===== config.mk =====
export PLATFORM = sky130hd
export DESIGN_NAME = alu8_core
export DESIGN_NICKNAME = d
export VERILOG_FILES = /design/src/rtl/alu8_pkg.sv /design/src/rtl/alu8_addsub.sv /design/src/rtl/alu8_bitops.sv /design/src/rtl/alu8_flagreg.sv /design/src/rtl/alu8_core.sv
export SDC_FILE = /design/constraint.sdc
export NUM_CORES = 1
export LEC_CHECK = 0
export CORE_MARGIN = 3
export CORE_UTILIZATION = 38
export CTS_BUF_LIST = sky130_fd_sc_hd__clkbuf_8
export CTS_CLUSTER_SIZE = 24
export DETAILED_ROUTE_END_ITERATION = 8
export PLACE_DENSITY_LB_ADDON = 0.08
export SETUP_SLACK_MARGIN = 0.2
export SLEW_MARGIN = 5
export SYNTH_ARGS = -nofsm -noshare
export SYNTH_HDL_FRONTEND = slang
export SYNTH_HIERARCHICAL = 1
export SYNTH_SLANG_ARGS = --single-unit

===== constraint.sdc =====
create_clock -name clk -period 17.16 [get_ports clk]
set_clock_uncertainty 0.05 [all_clocks]
set_input_delay 5.148 -clock clk [delete_from_list [all_inputs] [get_ports clk]]
set_output_delay 5.148 -clock clk [all_outputs]
set_load 0.01 [all_outputs]

===== src/rtl/alu8_pkg.sv =====
package alu8_pkg;

    typedef enum logic [4:0] {
        OP_ADD  = 5'd0,
        OP_ADC  = 5'd1,
        OP_SUB  = 5'd2,
        OP_SBC  = 5'd3,
        OP_CP   = 5'd4,
        OP_CPC  = 5'd5,
        OP_NEG  = 5'd6,
        OP_AND  = 5'd7,
        OP_OR   = 5'd8,
        OP_XOR  = 5'd9,
        OP_COM  = 5'd10,
        OP_INC  = 5'd11,
        OP_DEC  = 5'd12,
        OP_LSL  = 5'd13,
        OP_LSR  = 5'd14,
        OP_ROL  = 5'd15,
        OP_ROR  = 5'd16,
        OP_ASR  = 5'd17,
        OP_SWAP = 5'd18,
        OP_SER  = 5'd19
    } alu_op_e;

    localparam int FLAG_W = 6;

    typedef struct packed {
        logic h;
        logic s;
        logic v;
        logic n;
        logic z;
        logic c;
    } flags_t;

endpackage


===== src/rtl/alu8_addsub.sv =====
module alu8_addsub #(
    parameter int W = 8
) (
    input  logic [W-1:0] x,
    input  logic [W-1:0] y,
    input  logic         ci,
    input  logic         sub,
    output logic [W-1:0] r,
    output logic         co,
    output logic         hc,
    output logic         ov
);
    localparam int HB = W / 2;

    logic [W-1:0]  yy;
    logic          cin_eff;
    logic [W:0]    full;
    logic [HB:0]   low;

    always_comb begin
        // subtraction is x + ~y + ~borrow; carries then invert into borrows
        yy      = sub ? ~y : y;
        cin_eff = ci ^ sub;
        full    = {1'b0, x} + {1'b0, yy} + {{W{1'b0}}, cin_eff};
        low     = {1'b0, x[HB-1:0]} + {1'b0, yy[HB-1:0]} + {{HB{1'b0}}, cin_eff};
        r       = full[W-1:0];
        co      = full[W] ^ sub;
        hc      = low[HB] ^ sub;
        ov      = (x[W-1] == yy[W-1]) && (full[W-1] != x[W-1]);
    end

endmodule


===== src/rtl/alu8_bitops.sv =====
module alu8_bitops
    import alu8_pkg::*;
#(
    parameter int W = 8
) (
    input  alu_op_e      opc,
    input  logic [W-1:0] a,
    input  logic [W-1:0] b,
    input  logic         cin,
    output logic [W-1:0] r,
    output logic         co
);
    localparam int HB = W / 2;

    always_comb begin
        r  = a;
        co = cin;
        case (opc)
            OP_AND:  r = a & b;
            OP_OR:   r = a | b;
            OP_XOR:  r = a ^ b;
            OP_COM:  r = ~a;
            OP_LSL:  begin r = {a[W-2:0], 1'b0};    co = a[W-1]; end
            OP_ROL:  begin r = {a[W-2:0], cin};     co = a[W-1]; end
            OP_LSR:  begin r = {1'b0, a[W-1:1]};    co = a[0];   end
            OP_ROR:  begin r = {cin, a[W-1:1]};     co = a[0];   end
            OP_ASR:  begin r = {a[W-1], a[W-1:1]};  co = a[0];   end
            OP_SWAP: r = {a[HB-1:0], a[W-1:HB]};
            OP_SER:  r = '1;
            default: r = a;
        endcase
    end

endmodule


===== src/rtl/alu8_flagreg.sv =====
module alu8_flagreg #(
    parameter int FW = 6
) (
    input  logic          clk,
    input  logic          rst_n,
    input  logic          en,
    input  logic [FW-1:0] mask,
    input  logic [FW-1:0] nf,
    output logic [FW-1:0] flags_q
);
    logic [FW-1:0] flags_d;

    always_comb begin
        flags_d = flags_q;
        if (en) begin
            flags_d = (flags_q & ~mask) | (nf & mask);
        end
    end

    always_ff @(posedge clk or negedge rst_n) begin
        if (!rst_n) begin
            flags_q <= '0;
        end else begin
            flags_q <= flags_d;
        end
    end


    idle_hold_chk: assert property (@(posedge clk) disable iff (!rst_n)
        !en |=> $stable(flags_q));


    unmasked_keep_chk: assert property (@(posedge clk) disable iff (!rst_n)
        en |=> (((flags_q ^ $past(flags_q)) & ~$past(mask)) == '0));


    sign_rule_chk: assert property (@(posedge clk) disable iff (!rst_n)
        (en && mask[4]) |=> (flags_q[4] == (flags_q[3] ^ flags_q[2])));

endmodule


===== src/rtl/alu8_core.sv =====
module alu8_core
    import alu8_pkg::*;
#(
    parameter int W = 8
) (
    input  logic         clk,
    input  logic         rst_n,
    input  logic         exec_en,
    input  logic [4:0]   op,
    input  logic [W-1:0] opa,
    input  logic [W-1:0] opb,
    input  logic [W-1:0] imm,
    input  logic         use_imm,
    output logic [W-1:0] result,
    output logic         dest_we,
    output logic [5:0]   flag_new,
    output logic [5:0]   flag_mask,
    output logic [5:0]   flags_q
);
    localparam logic [W-1:0] ONE      = W'(1);
    localparam logic [W-1:0] POS_MAX  = {1'b0, {(W-1){1'b1}}};

    typedef struct packed {
        logic [W-1:0] res;
        flags_t       nf;
        flags_t       mk;
        logic         we;
    } alu_out_t;

    alu_op_e      opc;
    flags_t       fq;
    logic [W-1:0] src;

    logic [W-1:0] as_x, as_y, as_r;
    logic         as_ci, as_sub, as_co, as_h, as_v;
    logic [W-1:0] bo_r;
    logic         bo_c;

    alu_out_t     out_d;
    logic         sticky_z;

    assign opc = alu_op_e'(op);
    assign fq  = flags_t'(flags_q);
    assign src = use_imm ? imm : opb;

    always_comb begin
        as_x   = opa;
        as_y   = src;
        as_ci  = 1'b0;
        as_sub = 1'b0;
        case (opc)
            OP_ADC:         as_ci = fq.c;
            OP_SUB, OP_CP:  as_sub = 1'b1;
            OP_SBC, OP_CPC: begin as_sub = 1'b1; as_ci = fq.c; end
            OP_NEG:         begin as_x = '0; as_y = opa; as_sub = 1'b1; end
            OP_INC:         as_y = ONE;
            OP_DEC:         begin as_y = ONE; as_sub = 1'b1; end
            default:        as_ci = 1'b0;
        endcase
    end

    alu8_addsub #(.W(W)) addsub_i (
        .x   (as_x),
        .y   (as_y),
        .ci  (as_ci),
        .sub (as_sub),
        .r   (as_r),
        .co  (as_co),
        .hc  (as_h),
        .ov  (as_v)
    );

    alu8_bitops #(.W(W)) bitops_i (
        .opc (opc),
        .a   (opa),
        .b   (src),
        .cin (fq.c),
        .r   (bo_r),
        .co  (bo_c)
    );

    always_comb begin
        out_d     = '0;
        out_d.res = opa;
        sticky_z  = 1'b0;
        case (opc)
            OP_ADD, OP_ADC, OP_SUB, OP_SBC, OP_CP, OP_CPC, OP_NEG: begin
                out_d.res  = as_r;
                out_d.nf.h = as_h;
                out_d.nf.c = as_co;
                out_d.nf.v = as_v;
                out_d.mk   = flags_t'(6'b111111);
                out_d.we   = (opc != OP_CP) && (opc != OP_CPC);
                sticky_z   = (opc == OP_SBC) || (opc == OP_CPC);
            end
            OP_AND, OP_OR, OP_XOR: begin
                out_d.res  = bo_r;
                out_d.nf.v = 1'b0;
                out_d.mk   = flags_t'(6'b011110);
                out_d.we   = 1'b1;
            end
            OP_COM: begin
                out_d.res  = bo_r;
                out_d.nf.c = 1'b1;
                out_d.nf.v = 1'b0;
                out_d.mk   = flags_t'(6'b011111);
                out_d.we   = 1'b1;
            end
            OP_INC, OP_DEC: begin
                out_d.res  = as_r;
                out_d.nf.v = as_v;
                out_d.mk   = flags_t'(6'b011110);
                out_d.we   = 1'b1;
            end
            OP_LSL, OP_LSR, OP_ROL, OP_ROR, OP_ASR: begin
                out_d.res  = bo_r;
                out_d.nf.c = bo_c;
                out_d.nf.v = bo_r[W-1] ^ bo_c;
                out_d.mk   = flags_t'(6'b011111);
                out_d.we   = 1'b1;
            end
            OP_SWAP, OP_SER: begin
                out_d.res  = bo_r;
                out_d.we   = 1'b1;
            end
            default: out_d.res = opa;
        endcase
        out_d.nf.n = out_d.res[W-1];
        out_d.nf.z = (out_d.res == '0) && (!sticky_z || fq.z);
        out_d.nf.s = out_d.nf.n ^ out_d.nf.v;
    end

    alu8_flagreg #(.FW(FLAG_W)) flagreg_i (
        .clk     (clk),
        .rst_n   (rst_n),
        .en      (exec_en),
        .mask    (out_d.mk),
        .nf      (out_d.nf),
        .flags_q (flags_q)
    );

    assign result    = out_d.res;
    assign dest_we   = out_d.we;
    assign flag_new  = out_d.nf;
    assign flag_mask = out_d.mk;


    logic_no_carry_chk: assert property (@(posedge clk) disable iff (!rst_n)
        ((opc == OP_AND) || (opc == OP_OR) || (opc == OP_XOR))
            |-> (!flag_new[3] && !flag_mask[0] && !flag_mask[5]));


    inc_overflow_chk: assert property (@(posedge clk) disable iff (!rst_n)
        (opc == OP_INC) |-> (flag_new[3] == (opa == POS_MAX)));


    swap_ser_mask_chk: assert property (@(posedge clk) disable iff (!rst_n)
        ((opc == OP_SWAP) || (opc == OP_SER)) |-> (flag_mask == '0));


    compare_no_write_chk: assert property (@(posedge clk) disable iff (!rst_n)
        ((opc == OP_CP) || (opc == OP_CPC)) |-> (!dest_we && (flag_mask == 6'b111111)));


    sticky_zero_chk: assert property (@(posedge clk) disable iff (!rst_n)
        (((opc == OP_SBC) || (opc == OP_CPC)) && !flags_q[1]) |-> !flag_new[1]);

endmodule


**Word-level counts from Yosys, hierarchy flattened**

Cells that the tools add are included.

- Register bits after elaboration: 6
- Bits in latches: 0
- RAM bits: 0
- Memory bits (read-only): 0
- Input bits: 33
- Memories: 0

- Add/subtract/negate cells: 4
- $mul: 0
- Div/mod/pow operators: 0
- Order comparisons: 0
- Equality and inequality tests: 23
- Shifts and indexed selects: 0
- Muxes and demuxes: 15
- Bitwise operators: 14
- Reductions and logical operators: 20

Operator list:

| cell | number |
|---|---|
| 8-bit one-hot mux with 11 select lines | 1 |
| 5-bit by 4-bit equality test with 1-bit output (second input constant) | 8 |
| 8-bit one-hot mux with 2 select lines | 2 |
| 8-bit 2-to-1 mux | 3 |
| 5-bit by 3-bit equality test with 1-bit output (second input constant) | 4 |
| 5-bit equality test (second input constant) | 4 |
| 6-bit one-hot mux with 3 select lines | 1 |
| 8-bit inverter | 2 |
| 13-bit OR reduction | 1 |
| 6-bit AND | 2 |
| 6-bit OR reduction | 2 |
| 11-bit OR reduction | 1 |
| 5-bit by 2-bit equality test with 1-bit output (second input constant) | 2 |
| 5-bit by 3-bit inequality test with 1-bit output (second input constant) | 2 |
| 5-bit OR reduction | 2 |
| 8-bit by 8-bit adder with 9-bit output | 1 |
| 9-bit by 1-bit adder with 9-bit output | 1 |
| 9-bit OR reduction | 1 |
| 8-bit AND | 1 |
| 8-bit zero test | 1 |
| 8-bit OR | 1 |
| 8-bit bitwise XOR | 1 |
| 7-bit OR reduction | 1 |
| 6-bit inverter | 1 |
| 16 further kinds | 30 |

**Logic depth before layout (Yosys ltp)**

Gate-level depths: netlist (run 1).

- Depth after elaboration: 13
- Gate-level depth with buffers: 18
- Gate-level depth less buffers: 17

**By module**

The synthesis (run 1) kept the hierarchy.

By module, submodules not included:

| module | instances | cells each | area each (um2) |
|---|---|---|---|
| alu8_bitops | 1 | 133 | 1018.5 |
| alu8_core | 1 | 165 | 974.7 |
| alu8_addsub | 1 | 50 | 424.2 |
| alu8_flagreg | 1 | 18 | 262.8 |

**Worst setup path before layout (run 1)**

No wires, ideal clock.

- Path kind: input-to-output
- Start: in op[3]
- End: out flag_new[1]
- Arrival time: 8968 ps
- Slack: 2994 ps
- Stages: 16
- Cells stage by stage: buf_2 > buf_1 > nor4_1 > clkbuf_1 > mux2i_1 > nand2_1 > xor2_1 > fa_1 > fa_1 > a21o_1 > a21oi_1 > xnor2_1 > inv_1 > o311ai_1 > nor4_1 > and4b_1

- Cells in the longest elaborated chain, start to end: 10
- Elaborated cells between the ends (all ways): 43
- Those cells by class: add/sub: 2; eq/ne: 19; mux: 8; bitwise: 2; reduce/logical: 12

Ends and longest elaborated chain:

| element | RTL line | RTL |
|---|---|---|
| start: declaration | alu8_core.sv:9 | `input logic [4:0] op,` |
| 5-bit by 4-bit equality test with 1-bit output | alu8_core.sv:51 | `case (opc)` |
| 2-bit OR reduction (no line) | - |  |
| 8-bit one-hot mux with 2 select lines (*) | alu8_core.sv:51 |  |
| via as_y[0] | alu8_core.sv:34 | `logic [W-1:0] as_x, as_y, as_r;` |
| 8-bit inverter | alu8_addsub.sv:22 | `yy = sub ? ~y : y;` |
| 8-bit 2-to-1 mux (*) | alu8_addsub.sv:22 |  |
| 8-bit by 8-bit adder with 9-bit output (*) | alu8_addsub.sv:24 | `full = {1'b0, x} + {1'b0, yy} + {{W{1'b0}}, cin_eff};` |
| 9-bit by 1-bit adder with 9-bit output (*) | alu8_addsub.sv:24 |  |
| via as_r[4] | alu8_core.sv:34 |  |
| 8-bit one-hot mux with 2 select lines (*) | alu8_core.sv:86 | `case (opc)` |
| via result[4] | alu8_core.sv:14 | `output logic [W-1:0] result,` |
| 8-bit zero test (*) | alu8_core.sv:129 | `out_d.nf.z = (out_d.res == '0) && (!sticky_z \|\| fq.z);` |
| 1-bit logical AND (*) | alu8_core.sv:129 |  |
| end: declaration | alu8_core.sv:16 | `output logic [5:0] flag_new,` |

Mark *: on every way through the listed nets, which the timed path passes. The rest lies on a longest branch.

**Worst setup path after layout (run 1)**

- Start: in op[2]
- End: out flag_new[1]

- Cells in the longest elaborated chain, start to end: 10
- Elaborated cells between the ends (all ways): 43
- Those cells by class: add/sub: 2; eq/ne: 19; mux: 8; bitwise: 2; reduce/logical: 12

Ends and longest elaborated chain:

| element | RTL line |
|---|---|
| 5-bit by 4-bit equality test with 1-bit output | alu8_core.sv:51 |
| 2-bit OR reduction (no line) | - |
| 8-bit one-hot mux with 2 select lines (*) | alu8_core.sv:51 |
| via as_y[0] | alu8_core.sv:34 |
| 8-bit inverter | alu8_addsub.sv:22 |
| 8-bit 2-to-1 mux (*) | alu8_addsub.sv:22 |
| 8-bit by 8-bit adder with 9-bit output (*) | alu8_addsub.sv:24 |
| 9-bit by 1-bit adder with 9-bit output (*) | alu8_addsub.sv:24 |
| via as_r[7] | alu8_core.sv:34 |
| 8-bit one-hot mux with 2 select lines (*) | alu8_core.sv:86 |
| 8-bit zero test (*) | alu8_core.sv:129 |
| 1-bit logical AND (*) | alu8_core.sv:129 |

Marked as above.

==> impl_metrics.env, run 1 <==
export IMPL_synth_seq_cells=6
export IMPL_routed_via_count=2925
export IMPL_synth_edf_count=0
export IMPL_num_io_pins=60
export IMPL_comb_power_share_pct=76.1
export IMPL_synthSimpleGateAreaFrac_pct=25.1
export IMPL_critPathArrivalTime_ns=10.29
export IMPL_htree_num_levels=1
export IMPL_cts_max_path_buffers=2
export IMPL_synth_nets=424
export IMPL_first_global_vias=2879
export IMPL_end_kind="output pin"
export IMPL_hold_viol=0
export IMPL_port_buffers=59
export IMPL_dp_hpwl_um=6840
export IMPL_p_switching_uw=77.9
export IMPL_switching_share_pct=44.6
export IMPL_syn_to_final_growth_pct=23.9
export IMPL_n_antenna_cell=0
export IMPL_finalMaxSlewViolations=0
export IMPL_cts_root_buffer_cell="clkbuf_8"
export IMPL_drv_cap=0
export IMPL_wl_um=8870
export IMPL_status="finished, final reports clean"
export IMPL_die_h_um=90.0
export IMPL_vias_per_cell=5.85
export IMPL_timing_slew_headroom_pct=43.8
export IMPL_timing_final_crit_share_pct=90.3
export IMPL_num_rows=29
export IMPL_fmax_mhz=64.6
export IMPL_postSynthAreaPerCell_um2=7.32
export IMPL_grt_max_degree=28
export IMPL_ys_warn_count=6
export IMPL_dieArea_mm2=0.00810
export IMPL_cts_sinks=6
export IMPL_setup_viol=0
export IMPL_core_area_mm2=0.00660
export IMPL_antenna_found_initial=0
export IMPL_start_kind="primary input"
export IMPL_worst_pin_slew_ns=0.834
export IMPL_clock_power_share_pct=12.5
export IMPL_synth_flop_cell="dfrtp_1"
export IMPL_gp_congestion=0.929
export IMPL_clkTransAtPathRegs_ns=0.04
export IMPL_grt_pass1_wl_um=14500
export IMPL_synthArstFlopShare_pct=100
export IMPL_grtUsageTotal_pct=21.3
export IMPL_avgRoutedWirePerCell_um=17.7
export IMPL_placed_area_mm2=0.00328
export IMPL_synth_adder_area_share_pct=12.2
export IMPL_synth_area_leader_cell="ha_1"
export IMPL_cp_data_required_time_ns=11.96
export IMPL_ys_seq_area_share_pct=5.60
export IMPL_vdd_drop_max_mv=0.0301
export IMPL_synth_mux_area_share_pct=11.4
export IMPL_synth_top_family_by_area="compound AO/OA/AOI/OAI gates"
export IMPL_cellLeakagePower_uw=0.00138
export IMPL_synth_xor_area_share_pct=6.54
export IMPL_syn_area_mm2=0.00268
export IMPL_initial_core_util_pct=40.6
export IMPL_cts_setup_buffers=0
export IMPL_rsz0062_at_grt="no"
export IMPL_drtAntennaViolNets=0
export IMPL_die_w_um=90.0
export IMPL_drc=0
export IMPL_nets=467
export IMPL_synth_compound_area_share_pct=29.3
export IMPL_tns_ns=0
export IMPL_layout_min_cycle_time_ns=15.49
export IMPL_worstSkewPairLatency_ns=0.22
export IMPL_cts_buffers=3
export IMPL_synthCells=366
export IMPL_synth_distinct_cells=67
export IMPL_cts_resized=0
export IMPL_drive_gt1_share_pct=9.09
export IMPL_first_iter_violations=198
export IMPL_crit_fanout=23
export IMPL_synth_area_leaders="ha_1, nand2_1, dfrtp_1"
export IMPL_fin_area_mm2=0.00332
export IMPL_p_per_area_mw_per_mm2=52.5
export IMPL_hold_path_class="flip-flop to flip-flop"
export IMPL_gr_total_overflow=0
export IMPL_yosysTopAreaCellShare_pct=10.7
export IMPL_seq_power_share_pct=11.5
export IMPL_postCtsHoldBufs=0
export IMPL_p_int_uw=96.5
export IMPL_fill_cells=696
export IMPL_firstDrtPassIters=4
export IMPL_cts_tree="done"
export IMPL_criticalPathCategory="primary input to output pin"
## cells in the mapped netlist, types with 8 or more instances
| master | count |
|---|---|
| a32oi_1 | 11 |
| nor2b_1 | 16 |
| clkbuf_1 | 10 |
| mux2_2 | 11 |
| inv_1 | 24 |
| ha_1 | 23 |
| xor2_1 | 11 |
| nor2_1 | 17 |
| xnor2_1 | 9 |
| o21ai_0 | 24 |
| a21oi_1 | 17 |
| nand2_1 | 45 |
| mux2i_1 | 8 |
## final cells by class
class | instances | area (um^2) | area share [%]
clock buffers | 3 | 41.3 | 1.24
repair buffers | 67 | 651 | 19.6
flip-flops and latches | 6 | 150 | 4.52
well taps | 93 | 116 | 3.50
multi-input cells | 307 | 2270 | 68.4
inverters | 24 | 90.1 | 2.71
## per-stage QoR
step                instances  utilization [%]  hold slack, ns  worst slack, ns  power [uW]
global route              500             50.3           0.476             1.09         188
CTS                       500             50.3           0.464             1.69         175
global placement          497             49.7           0.451             1.81         151
finish                    500             50.3           0.465             1.67         174
detailed placement        497             49.7           0.442             1.73         152
floorplan                 366                -           0.501             2.99         103
## cells in the final DEF, fill, tap and decap left out, drive strengths merged, types with 4 or more instances in the layout
| cell type | count |
|---|---|
| and2 | 7 |
| nand2b | 7 |
| buf | 8 |
| dfrtp | 6 |
| nor2 | 17 |
| a21oi | 17 |
| mux2i | 8 |
| nand3 | 4 |
| a221oi | 4 |
| o21ai | 25 |
| xor2 | 11 |
| ha | 23 |
| a21o | 4 |
| nor3 | 5 |
| inv | 24 |
| mux2 | 18 |
| nor2b | 16 |
| xnor2 | 9 |
| a211oi | 7 |
| nand2 | 46 |
| a32oi | 11 |
| clkdlybuf4s50 | 59 |
| a31oi | 6 |
| o22ai | 4 |
## worst max-delay path, cell delays in order
cell             delay, ns
clkdlybuf4s50_1       0.96
nand2_1               0.23
nor4_2                0.19
buf_4                 0.28
mux2i_1               0.21
nand2_1               0.08
xor2_1                0.17
fa_1                  0.47
a211oi_1              0.24
o21bai_1              0.13
o22ai_1               0.24
xnor2_1               0.18
and4_1                0.22
a21oi_1               0.14
a41oi_1               0.28
nor4_1                0.33
and4b_1               0.25
clkdlybuf4s50_1       0.54
## metal layers
layer	GRT usage [%]	wire length, um
met1	29.3	4090
met2	35.7	4080
met3	1.92	535
met4	5.48	172
met5	0	0
## logic make-up after synthesis
group / after synthesis
AOI/OAI and AO/OA: 110
xor gates and xnor gates: 20
adders and majority gates: 25
buffers and inverters: 53
DFF: 6
muxes: 26
and+or+nand+nor: 126
## path summary, 6_finish.rpt
path | from | endpoint | slack (ns) | depth (start not counted)
max | op[2] | flag_new[1] | 1.67 | 18
min | flip-flop | flip-flop | 0.47 | 1
max reg2reg | flip-flop | flip-flop | 13.50 | 14
min reg2reg | flip-flop | flip-flop | 0.47 | 1
max in group asynchronous | rst_n | async pin | 11.70 | 1
min in group asynchronous | rst_n | async pin | 5.13 | 1
## power groups by stage
| stage | combinational (uW) | sequential (uW) | clock, uW |
|---|---|---|---|
| floorplan | 82.6 | 20.7 | 0 |
| global placement | 131 | 20.1 | 0 |
| detailed placement | 132 | 20.0 | 0 |
| CTS | 132 | 19.9 | 22.4 |
| global route | 145 | 20.3 | 22.7 |
| finish | 133 | 20.0 | 21.7 |
Note: power is estimated with default switching activity, not from simulation.
==> inputs of run 2 (changes only) <==
--- a/config.mk
+++ b/config.mk
@@ -15,5 +15,4 @@
 export SLEW_MARGIN = 5
 export SYNTH_ARGS = -nofsm -noshare
 export SYNTH_HDL_FRONTEND = slang
-export SYNTH_HIERARCHICAL = 1
 export SYNTH_SLANG_ARGS = --single-unit
==> run 2 against run 1 <==
Compared with the run above: final area fell by 11%; global-route usage fell by 0.20 points; final cell count fell by 12%; area after synthesis fell by 13%; combinational power fell by 14%; first-iteration DRC count rose by 19%; routed wire length fell by 13%; sequential power fell by 3%.
==> impl_metrics.env, run 2 <==
export IMPL_status="finished, final reports clean"
export IMPL_num_io_pins=60
export IMPL_ys_warn_count=0
export IMPL_fmax_mhz=63.4
export IMPL_vias_per_cell=5.83
export IMPL_tns_ns=0
export IMPL_core_area_mm2=0.00571
export IMPL_cellLeakagePower_uw=0.00124
export IMPL_synth_most_common_cell="nor2_1"
export IMPL_grtUsageTotal_pct=21.1
export IMPL_final_common_cell="clkdlybuf4s50_1"
export IMPL_synthArstFlopShare_pct=100
export IMPL_synthCells=324
export IMPL_drc=0
export IMPL_port_buffers=59
export IMPL_postCtsHoldBufs=0
export IMPL_p_switching_uw=67.6
export IMPL_comb_power_share_pct=73.4
export IMPL_dieArea_mm2=0.00712
export IMPL_placed_area_mm2=0.00291
export IMPL_avgRoutedWirePerCell_um=17.5
export IMPL_die_w_um=84.4
export IMPL_ys_seq_area_share_pct=6.43
export IMPL_mostFrequentLayoutCells="clkdlybuf4s50_1, nor2_1, nand2_1"
export IMPL_start_kind="primary input"
export IMPL_switching_share_pct=43.3
export IMPL_synth_nets=382
export IMPL_clock_power_share_pct=14.2
export IMPL_vdd_drop_max_mv=0.0341
export IMPL_cts_sinks=6
export IMPL_cts_setup_buffers=0
export IMPL_end_kind="output pin"
export IMPL_cts_resized=0
export IMPL_p_int_uw=88.5
export IMPL_dp_hpwl_um=6100
export IMPL_cts_root_buffer_cell="clkbuf_8"
export IMPL_wl_um=7710
export IMPL_drv_cap=0
export IMPL_syn_area_mm2=0.00233
export IMPL_yosys_top_cells_count="nor2_1, nand2_1, a21oi_1"
export IMPL_worstSkewPairLatency_ns=0.23
export IMPL_hold_path_class="flip-flop to flip-flop"
export IMPL_criticalPathCategory="primary input to output pin"
export IMPL_timing_slew_headroom_pct=24.2
export IMPL_synth_seq_cells=6
export IMPL_synth_area_leader_cell="ha_1"
export IMPL_setup_viol=0
export IMPL_initial_core_util_pct=40.9
export IMPL_antenna_found_initial=0
export IMPL_synth_flop_cell="dfrtp_1"
export IMPL_synth_distinct_cells=68
export IMPL_startpoint="op[0]"
export IMPL_drive_gt1_share_pct=7.88
export IMPL_finalMaxSlewViolations=0
export IMPL_grt_pass1_wl_um=12300
export IMPL_drtAntennaViolNets=0
export IMPL_yosysTopAreaCellShare_pct=12.3
export IMPL_layout_min_cycle_time_ns=15.77
export IMPL_routed_via_count=2564
export IMPL_postSynthAreaPerCell_um2=7.20
export IMPL_final_util_pct=51.7
export IMPL_cts_buffers=3
export IMPL_firstDrtPassIters=5
export IMPL_first_iter_violations=235
export IMPL_clkTransAtPathRegs_ns=0.04
export IMPL_cts_tree="done"
export IMPL_timing_final_crit_share_pct=91.9
export IMPL_htree_num_levels=1
export IMPL_hold_viol=0
export IMPL_synth_area_leaders="ha_1, dfrtp_1, mux2i_1"
export IMPL_rr_worst_depth=15
export IMPL_p_per_area_mw_per_mm2=52.9
export IMPL_fin_area_mm2=0.00295
export IMPL_num_rows=27
export IMPL_worstSetupEndpoint="flag_new[1]"
export IMPL_syn_to_final_growth_pct=26.4
export IMPL_cp_data_required_time_ns=11.96
export IMPL_synth_edf_count=0
export IMPL_fin_cells=440
export IMPL_r2r_slack_ns=13.53
export IMPL_worst_pin_slew_ns=1.14
export IMPL_rsz0062_at_grt="no"
export IMPL_numPlacedInstances=437
export IMPL_nets=428
export IMPL_cts_max_path_buffers=2
export IMPL_seq_power_share_pct=12.4
export IMPL_gp_congestion=0.888
export IMPL_gr_total_overflow=0
export IMPL_n_antenna_cell=0
export IMPL_critPathArrivalTime_ns=10.57
export IMPL_grt_max_degree=37
export IMPL_first_global_vias=2335
export IMPL_die_h_um=84.4
export IMPL_crit_fanout=26
## run 2: cell types whose count changed after synthesis, sizes merged, moves of 5 or more
cell	delta
o21ai	-6
nand2b	-5
a21oi	+7
xor2	-8
a32oi	-10
nand2	-19
nor2	+17
a22o	+5
mux2	-12
nor2b	-11
mux2i	+7
## run 2: worst min path at each step
stage	start	endpoint	slack, ns	cells past startpoint
final	flip-flop	flip-flop	0.43	2
after global routing	flip-flop	flip-flop	0.48	1
after CTS	flip-flop	flip-flop	0.43	2
after detailed placement	flip-flop	flip-flop	0.42	2
after global placement	flip-flop	flip-flop	0.42	2
after floorplan	flip-flop	flip-flop	0.46	2
## run 2: through the flow
stage	hold slack [ns]	worst slack, ns	power (uW)
after floorplan	0.460	2.85	90.3
after global placement	0.420	1.63	134
after detailed placement	0.423	1.43	134
after CTS	0.431	1.43	157
after global routing	0.477	1.03	169
final	0.428	1.39	156
## run 2: critical path, stage by stage
cell,delay [ns]
clkdlybuf4s50_1,0.40
buf_4,0.22
nor2b_1,0.31
and3_1,0.53
mux2i_1,0.48
mux2i_1,0.24
o221ai_1,0.13
a21oi_1,0.23
fa_1,0.24
inv_1,0.06
fa_1,0.40
a21o_1,0.20
a21oi_1,0.32
xnor2_1,0.11
a221o_1,0.34
or4_4,0.50
nor3_1,0.14
clkdlybuf4s50_1,0.57
## run 2: layer usage
layer  global-route usage, %  wire length (um)  vias up
li1                        -                 -     1272
met2                    34.9              3520       89
met4                    4.03               112        0
met3                    3.63               518       12
met5                       0                 0        -
met1                    28.9              3560     1191
## run 2: cell families after synthesis
kind of cell	Yosys count	share of synthesized area [%]
AOI/OAI and AO/OA	100	29.9
xor gates and xnor gates	16	6.01
adders and majority gates	25	14.0
buffers and inverters	47	10.2
DFF	6	6.43
muxes	21	9.33
and+or+nand+nor	109	24.1
## run 2: power groups by stage
stage	combinational, uW	sequential (uW)	clock, uW
global placement	114	19.6	0
floorplan	69.6	20.7	0
global route	125	20.2	24.1
finish	115	19.4	22.2
CTS	115	19.4	22.6
detailed placement	114	19.6	0
## run 2: cell type report
class,instances,area (um^2)
sequential,6,150
multi-input combinational,271,1950
timing repair buffer,64,628
fill,591,2760
clock buffer,3,41.3
inverter,24,90.1
tap,72,90.1
==> inputs of run 3 (changes only) <==
--- a/config.mk
+++ b/config.mk
@@ -12,7 +12,6 @@
 export DETAILED_ROUTE_END_ITERATION = 8
 export PLACE_DENSITY_LB_ADDON = 0.08
 export SETUP_SLACK_MARGIN = 0.2
-export SLEW_MARGIN = 5
 export SYNTH_ARGS = -nofsm -noshare
 export SYNTH_HDL_FRONTEND = slang
 export SYNTH_SLANG_ARGS = --single-unit
==> results of run 3 <==
Same layout as run 2: the final DEF is identical, and so are final timing and power.
